==> config.mk <==
export PLATFORM = sky130hd
export DESIGN_NAME = infoframe_sched
export DESIGN_NICKNAME = d
export VERILOG_FILES = /design/src/rtl/infoframe_sched.sv
export SDC_FILE = /design/constraint.sdc
export NUM_CORES = 1
export LEC_CHECK = 0
export BUFFER_PORTS_ARGS = -buffer_cell sky130_fd_sc_hd__buf_2
export CAP_MARGIN = 5
export CORE_MARGIN = 3
export CORE_UTILIZATION = 45
export DETAILED_ROUTE_END_ITERATION = 7
export PLACE_DENSITY = 0.61
export SETUP_SLACK_MARGIN = 0.5
export SLEW_MARGIN = 20
export SYNTH_ARGS = -nofsm -noshare
export SYNTH_HDL_FRONTEND = slang
export SYNTH_SLANG_ARGS = --single-unit
export TNS_END_PERCENT = 10
==> constraint.sdc <==
create_clock -name clk -period 8.5 [get_ports clk]
set_input_delay 2.55 -clock clk [delete_from_list [all_inputs] [get_ports clk]]
set_output_delay 2.55 -clock clk [all_outputs]
set_load 0.02 [all_outputs]
==> src/rtl/infoframe_sched.sv <==
module infoframe_sched #(
  parameter int WORDS = 9
) (
  input  logic        clk,
  input  logic        rst_n,
  input  logic        ctl_we,
  input  logic [31:0] ctl_wdata,
  output logic [31:0] ctl_rdata,
  input  logic        data_we,
  input  logic [31:0] data_wdata,
  input  logic        stat_rd,
  output logic        stat_err,
  input  logic        vsync,
  output logic [1:0]  pkt_port,
  output logic        pkt_valid,
  output logic [7:0]  pkt_data,
  output logic        pkt_last
);
  localparam int NBYTES = WORDS * 4;
  localparam int MAXB   = NBYTES - 5;
  localparam int CW     = $clog2(NBYTES + 1);
  localparam int PW     = $clog2(WORDS);

  logic          g_en;
  logic [1:0]    port_q, sel_q, rate_q;
  logic [2:0]    te, pend, mask;
  logic [PW-1:0] wptr;
  logic [31:0]   mem [3][WORDS];
  logic          vs_q, par, sending, err;
  logic [CW-1:0] idx, lastidx, bsel;
  logic [1:0]    cur, wbuf;
  logic [7:0]    sum, hb2;
  logic          vs_rise, start;

  wire unused_ctl_bits = ^{ctl_wdata[28:25], ctl_wdata[23], ctl_wdata[18], ctl_wdata[15:0]};

  assign ctl_rdata = {g_en, port_q, 4'b0, te[2], 1'b0, te[1], te[0], sel_q, 1'b0, rate_q, 16'b0};
  assign pkt_port  = port_q;
  assign stat_err  = err;
  assign wbuf      = (sel_q == 2'd3) ? 2'd2 : sel_q;
  assign vs_rise   = vsync & ~vs_q;
  assign start     = vs_rise & g_en & ~sending & (pend == 3'b0);
  assign cur       = pend[0] ? 2'd0 : (pend[1] ? 2'd1 : 2'd2);
  assign hb2       = mem[cur][0][23:16];
  assign lastidx   = (hb2 > 8'(MAXB)) ? CW'(MAXB + 3) : CW'(hb2) + CW'(3);
  assign bsel      = (idx < CW'(3)) ? idx : idx + CW'(1);
  assign pkt_valid = sending;
  assign pkt_last  = sending && (idx == lastidx);
  assign pkt_data  = sending ? mem[cur][bsel[CW-1:2]][{bsel[1:0], 3'b000} +: 8] : 8'h00;

  always_comb begin
    case (rate_q)
      2'd0, 2'd1: mask = te;
      2'd2:       mask = par ? 3'b0 : te;
      default:    mask = 3'b0;
    endcase
  end

  always_comb begin
    sum = 8'h00;
    for (int w = 0; w < WORDS; w++)
      for (int l = 0; l < 4; l++)
        if (!(w == 0 && l == 3)) sum = sum + mem[cur][w][l*8 +: 8];
  end

  always_ff @(posedge clk)
    if (data_we && sel_q != 2'd2) mem[wbuf][wptr] <= data_wdata;

  always_ff @(posedge clk) begin
    if (!rst_n) begin
      g_en <= 1'b0; port_q <= '0; sel_q <= '0; rate_q <= '0; te <= '0;
      wptr <= '0; vs_q <= 1'b0; par <= 1'b0; sending <= 1'b0; err <= 1'b0;
      pend <= '0; idx <= '0;
    end else begin
      vs_q <= vsync;
      if (data_we && sel_q != 2'd2)
        wptr <= (wptr == PW'(WORDS - 1)) ? '0 : wptr + 1'b1;
      if (stat_rd) err <= 1'b0;
      if (start) begin
        pend <= mask;
        if (rate_q == 2'd2) par <= ~par;
        if (rate_q == 2'd0) te <= 3'b0;
      end
      if (!sending) begin
        if (pend != 3'b0) begin
          if (sum == 8'h00) begin
            sending <= 1'b1;
            idx <= '0;
          end else begin
            err <= 1'b1;
            pend[cur] <= 1'b0;
          end
        end
      end else if (pkt_last) begin
        sending <= 1'b0;
        pend[cur] <= 1'b0;
      end else begin
        idx <= idx + CW'(1);
      end
      if (ctl_we) begin
        g_en   <= ctl_wdata[31];
        port_q <= ctl_wdata[30:29];
        te     <= {ctl_wdata[24], ctl_wdata[22], ctl_wdata[21]};
        rate_q <= ctl_wdata[17:16];
        sel_q  <= ctl_wdata[20:19];
        par    <= 1'b0;
        if (ctl_wdata[20:19] != sel_q) wptr <= '0;
      end
    end
  end

  a_r3_last_needs_valid: assert property (@(posedge clk) disable iff (!rst_n)
    pkt_last |-> pkt_valid);
  a_r3_contiguous: assert property (@(posedge clk) disable iff (!rst_n)
    (pkt_valid && !pkt_last) |=> pkt_valid);
  a_r4_ptr_range: assert property (@(posedge clk) disable iff (!rst_n)
    32'(wptr) < WORDS);
  a_r6_once_clears: assert property (@(posedge clk) disable iff (!rst_n)
    (start && rate_q == 2'd0 && !ctl_we) |=> (te == 3'b0));
  a_r8_skip_frame: assert property (@(posedge clk) disable iff (!rst_n)
    (start && rate_q == 2'd2 && par) |=> (pend == 3'b0));
  a_r9_err_sticky: assert property (@(posedge clk) disable iff (!rst_n)
    (err && !stat_rd) |=> err);
endmodule

# [Word level (Yosys, flattened, before mapping)]
# Memories as Yosys holds them, arrays and structs flattened.
# Index checks and enable logic that the tools add are counted.
[word_totals] regBits=27 ram_bits=864 input_bits=70 out_inout_bits=45 word_cells=137 n_memories=1
[op_classes] n_addsub=37 n_lt_le_gt_ge=7 eq_ne=8 n_shift=1 muxes=42 bitwise=12 n_reduce_logical=17
[mem_list] memory="mem" depth=3 width=288 rd=1 rd_clocked_by_memory_dff=0 write_ports=1 line="28" rtl="logic [31:0] mem [3][WORDS];"
[ops] operator="288-bit 2-to-1 mux" count=1
[ops] operator="8-bit adder" count=34
[ops] operator="32-bit binary-select mux with 4-bit select" count=1
[ops] operator="32-bit demux with 4-bit select" count=1
[ops] operator="32-bit 2-to-1 mux" count=3
[ops] operator="6-bit 2-to-1 mux" count=6
[ops] operator="32-bit by 6-bit variable part select with 8-bit output" count=1
[ops] operator="3-bit 2-to-1 mux" count=10
[ops] operator="4-bit 2-to-1 mux" count=4
[ops] operator="5-bit >= comparator (second input constant)" count=2
[ops] operator="1-bit 2-to-1 mux" count=10
[ops] operator="4-bit NOT with 5-bit output" count=2
[ops] operator="8-bit by 5-bit > comparator with 1-bit output (second input constant)" count=1
[ops] operator="8-bit zero test" count=1
[ops] operator="8-bit 2-to-1 mux" count=1
[ops] operator="2-bit nonzero test" count=4
[ops] operator="6-bit by 1-bit adder with 6-bit output (second input constant)" count=1
[ops] operator="6-bit by 2-bit adder with 6-bit output (second input constant)" count=1
[ops] operator="6-bit == test" count=1
[ops] operator="6-bit by 2-bit < comparator with 1-bit output (second input constant)" count=1
[ops] operator="2-bit 2-to-1 mux" count=3
[ops] operator="3-bit one-hot mux with 2 select lines" count=1
[ops] operator="5-bit by 1-bit < comparator with 1-bit output (second input constant)" count=1
[ops] operator="4-bit by 1-bit adder with 4-bit output (second input constant)" count=1
[ops] operator="19 further kinds" count=32

# [Logic depth before layout (Yosys ltp)]
# An unclocked memory read counts as a cell.
[logic_depth] ltp_word=41 depth_mapped=37

# [Worst setup path before layout]
# OpenSTA, ideal clock, no wires.
[synth_timing] path_kind="reg2reg" from="register pend[1]" to="register pend[0]" setup_time_ns=0.128 arrival_ns=8.290 required_ns=8.372 setup_slack_ns=0.083 path_stages_with_launch=32 period_less_slack_ns=8.417 path_cell_list="dfxtp_1 -> buf_6 -> buf_6 -> buf_4 -> buf_4 -> buf_2 -> buf_2 -> mux2i_1 -> nor2_1 -> a21oi_1 -> fa_1 -> fa_1 -> fa_1 -> fa_1 -> fa_1 -> fa_1 -> fa_1 -> fa_1 -> inv_1 -> ha_1 -> inv_1 -> fa_1 -> nand2b_1 -> nand2b_1 -> a21oi_1 -> xnor2_1 -> xnor3_1 -> xnor2_1 -> xnor3_1 -> a41o_1 -> a22oi_1 -> nor2_1"
[synth_between] elab_chain_cells=41
[synth_rtl] element="from (decl)" line="26" rtl="logic [2:0] te, pend, mask;"
[synth_rtl] element="from (signal assigned)" line="80" rtl="pend <= mask;"
[synth_rtl] element="2-bit 2-to-1 mux (2 in series)" line="43" rtl="assign cur = pend[0] ? 2'd0 : (pend[1] ? 2'd1 : 2'd2);"
[synth_rtl] element="memory 3 x 288 bit"
[synth_rtl] element="8-bit adder (34 in series)" line="63" rtl="if (!(w == 0 && l == 3)) sum = sum + mem[cur][w][l*8 +: 8];"
[synth_rtl] element="8-bit zero test" line="86" rtl="if (sum == 8'h00) begin"
[synth_rtl] element="3-bit 2-to-1 mux" line="86"
[synth_rtl] element="3-bit 2-to-1 mux" line="85" rtl="if (pend != 3'b0) begin"
[synth_rtl] element="3-bit 2-to-1 mux (*)" line="84" rtl="if (!sending) begin"
# Every way passes the cells marked *; elsewhere a longest branch is shown, timed or not. The select of a mux whose other input is x is not followed.
# A chain may end at the register's enable or synchronous reset.

# [Final worst setup path]
# Ends and elaborated chain as after synthesis.

==> summary.md <==
| Metric | Value |
|---|---|
| Core box area | 91000 µm² |
| Layout fillers | 7336 |
| Max_cap viols | 0 |
| Crit. Startpoint | pend[1] |
| Clk_skew | 0.0188 ns |
| Unrepaired setup endpoints after global routing | yes |
| Setup_tns | 0 ns |
| Status | complete, no violations |
| WS Path Type | reg2reg |
| Critical Path End Type | flop |
| FF-to-FF path depth | 31 |
| Die Area | 96300 µm² |
| Critical path peak fanout | 8 |
| Critical R2R Capture | pend[0] |
| CTS tree | yes |
| Max Freq | 121 MHz |
| Share of layout cells above drive strength 1 | 22.7% |
| CTS buffer count | 94 |
| GP Congestion | 0.870 |
| Hold Vio Cnt, Final | 0 |
| Synth unique cells | 59 |
| Setup slack, reg-to-reg | 0.23 ns |
| CP arrival | 8.79 ns |
| # nets final | 3278 |
| Slowest CP cell | fa_2 |
| Ports | 115 |
| 1st-pass router iterations | 5 |
| Worst-Margin Slew | 1.17 ns |
| Fin cells | 4283 |
| Remaining DRCs | 0 |
| DP Area | 44700 µm² |
| Port Buf Inserts | 70 |
| Chip Height | 310 µm |
| Worst hold stages | 2 |
| ANT nets after route | 0 |
| Clk Latency, worst-skew pair | 0.66 ns |
| Clock root buffer master | clkbuf_16 |
| Placed insts | 4081 |
| Net Switching | 0.00283 W |
| Register area share after synthesis | 63.6% |
| Synth Register Bits | 891 |
| Avg Cell Area, Syn | 15.4 µm² |
| Die Wd | 310 µm |
| Total gr overflow | 0 |
| Max-Slew Margin vs Limit | 21.3% |
| Synth warnings | 0 |
| Clock Sinks | 891 |
| Min Tclk post-route | 8.27 ns |
| DR vias/cell | 5.61 |
| R2r startpoint | pend[1] |
| Crit path largest cell delay | 0.59 ns |
| Max rail drop VDD | 0.260 mV |
| WHS | 0.487 ns |
| CTS clock-pin slew for the worst setup and hold paths | 0.06 ns |
| Int Power | 0.00814 W |
| Ys async rst share | 0% |
| Site Rows | 110 |
| DRT Wirelength | 112 mm |
| Design area | 48700 µm² |
| Htree depth | 3 |
| HP Start | te[1] |
| Pwr/cell area | 225 nW/µm² |
| Initial antenna violation count | 10 |
| CTS Hold Bufs | 0 |
| Mapped cell area | 41700 µm² |
| HPWL after DPL | 69.0 mm |
| WL/cell | 26.2 µm |
| Number of enable flip-flop cells after synthesis | 864 |
| Final setup viols | 0 |
| Top cell by count, worst path | fa_1 |
| Total number of vias | 24.0k |
| Synth Flop Type | edfxtp_1 |
| Synth Instances | 2713 |
| Critical Path RT | 9.02 ns |
| Longest Clk Path Bufs | 3 |
| Initial Util | 45.8% |
| Tot Pwr | 0.0110 W |
| Hold EP | pend[1] |
| GRT Util Overall | 23.6% |
| Top Family by Delay on Critical Path | adder cells |
| Element type at the critical path start | flop |
| Final slew viol count | 0 |
| Worst Path Buf+Inv | 8 |
| Pleak | 16.4 nW |
| Area delta synth->final | 16.9% |
| Initial DRC Count | 2391 |
| Worst hold path type | reg2reg |
| Flop pwr share | 44.2% |
| Largest net degree at the start of global routing | 69 |
| Switch share | 25.8% |
| Clock power share | 36.5% |
| Global-route wire length before repair | 163 mm |
| Logic gate share of total power | 19.3% |
| Fin crit share | 97.3% |
| Vias in the first global route | 24.5k |
worst max path at each step:
stage | end | slack, ns | cells after the start
finish | pend[0] | 0.23 | 31
global route | pend[0] | -0.03 | 35
CTS | pend[0] | 0.28 | 35
detailed placement | pend[0] | -0.33 | 30
global placement | pend[2] | -0.24 | 28
floorplan | pend[0] | 0.51 | 32
logic make-up after synthesis:
kind of cell	count (synthesis)	synth area share, %
AOI/OAI and AO/OA	439	5.93
buffers and inverters	240	2.84
and+or+nand+nor	435	4.42
DFF	891	63.6
other	1	0.00900
muxes	393	10.7
adders and majority gates	233	10.7
xor gates and xnor gates	81	1.83
power by group through the flow:
stage          Sequential (W)  Combinational (W)  Clock, W
3_3_place_gp          0.00495            0.00181         0
3_5_place_dp          0.00495            0.00183         0
5_1_grt               0.00486            0.00228   0.00424
6_report              0.00486            0.00212   0.00400
4_1_cts               0.00486            0.00211   0.00407
2_1_floorplan         0.00495            0.00108         0
layout by cell type (no fill, tap or decap), types with 46 or more instances in the layout:
| cell type | synthesis | layout |
|---|---|---|
| nand2_1 | 67 | 67 |
| xnor2_1 | 64 | 55 |
| a21oi_2 | 0 | 98 |
| fa_1 | 203 | 174 |
| inv_1 | 72 | 70 |
| a21oi_1 | 250 | 152 |
| buf_4 | 42 | 206 |
| o211ai_1 | 46 | 46 |
| edfxtp_1 | 864 | 864 |
| clkbuf_16 | 0 | 96 |
| nor2_1 | 277 | 276 |
| o21ai_0 | 80 | 79 |
| buf_2 | 61 | 70 |
| mux2i_1 | 329 | 327 |
layout make-up:
cell class                 instances  area (µm²)  share of cell area (%)
inverter                          73         274                   0.562
clock buffer                     121        2520                    5.16
clock inverter                    49         488                    1.00
antenna                            2        5.00                  0.0103
sequential                       891       26500                    54.4
tap                             1232        1540                    3.16
timing repair buffer             312        2670                    5.48
multi-input combinational       1603       14700                    30.2
worst register-to-register path: cells and delay by family (launching register included):
kind	cells	cell delay (ns)
multiplexers	1	0.23
AO/OA/AOI/OAI	4	0.71
XOR/XNOR	4	1.00
flip-flops	1	0.40
buffers and inverters	8	1.06
adder cells (fa/ha/maj)	10	4.39
AND/OR/NAND/NOR	4	0.34
cells in the mapped netlist (9+ instances only):
cell / number / area, µm²
a21oi_1: 250 / 1250
nand2b_1: 19 / 119
edfxtp_1: 864 / 25900
nand3_1: 9 / 45.0
dfxtp_1: 27 / 541
mux4_2: 39 / 878
mux2_2: 20 / 225
mux2i_1: 329 / 3290
xor2_1: 13 / 114
a22oi_1: 10 / 75.1
and2_1: 22 / 138
nor3_1: 20 / 100
o211ai_1: 46 / 345
buf_2: 61 / 305
buf_1: 18 / 67.6
fa_1: 203 / 4060
o22ai_1: 28 / 175
nor2_1: 277 / 1040
nand2_1: 67 / 251
buf_4: 42 / 315
xnor2_1: 64 / 561
ha_1: 30 / 375
inv_1: 72 / 270
clkbuf_1: 42 / 158
o21ai_0: 80 / 400
registers in the layout (all words and copies together) (netlist names):
| register | cells |
|---|---|
| mem | 864 |
| idx | 6 |
| wptr | 4 |
| pend | 3 |
| te | 3 |
| pkt_port | 2 |
| rate_q | 2 |
| sel_q | 2 |
| g_en | 1 |
| par | 1 |
| pkt_valid | 1 |
| stat_err | 1 |
| vs_q | 1 |
what timing repair did:
item,in CTS,in global routing
buffers inserted,25,0
gates resized for setup,131,19
gates cloned,5,0
hold endpoints to repair,0,0
pin swaps,34,10
endpoints found under the setup margin,11,11
metrics by stage:
step | util (%) | setup WS (ns)
after floorplan | - | 0.510
after global placement | 49.2 | -0.241
after detailed placement | 49.2 | -0.327
after CTS | 53.5 | 0.279
after global routing | 53.5 | -0.0286
final | 53.6 | 0.226
layer usage:
metal,share of wire (%),GRT usage [%],vias to the layer above,routed length (µm)
met2,49,39.9,881,55300
met1,42,31.8,12400,46600
met5,0.092,0,-,103
li1,-,-,10600,-
met4,2.7,6.98,14,3070
met3,6.4,3.87,202,7190
(Power assumes the default switching activity.)
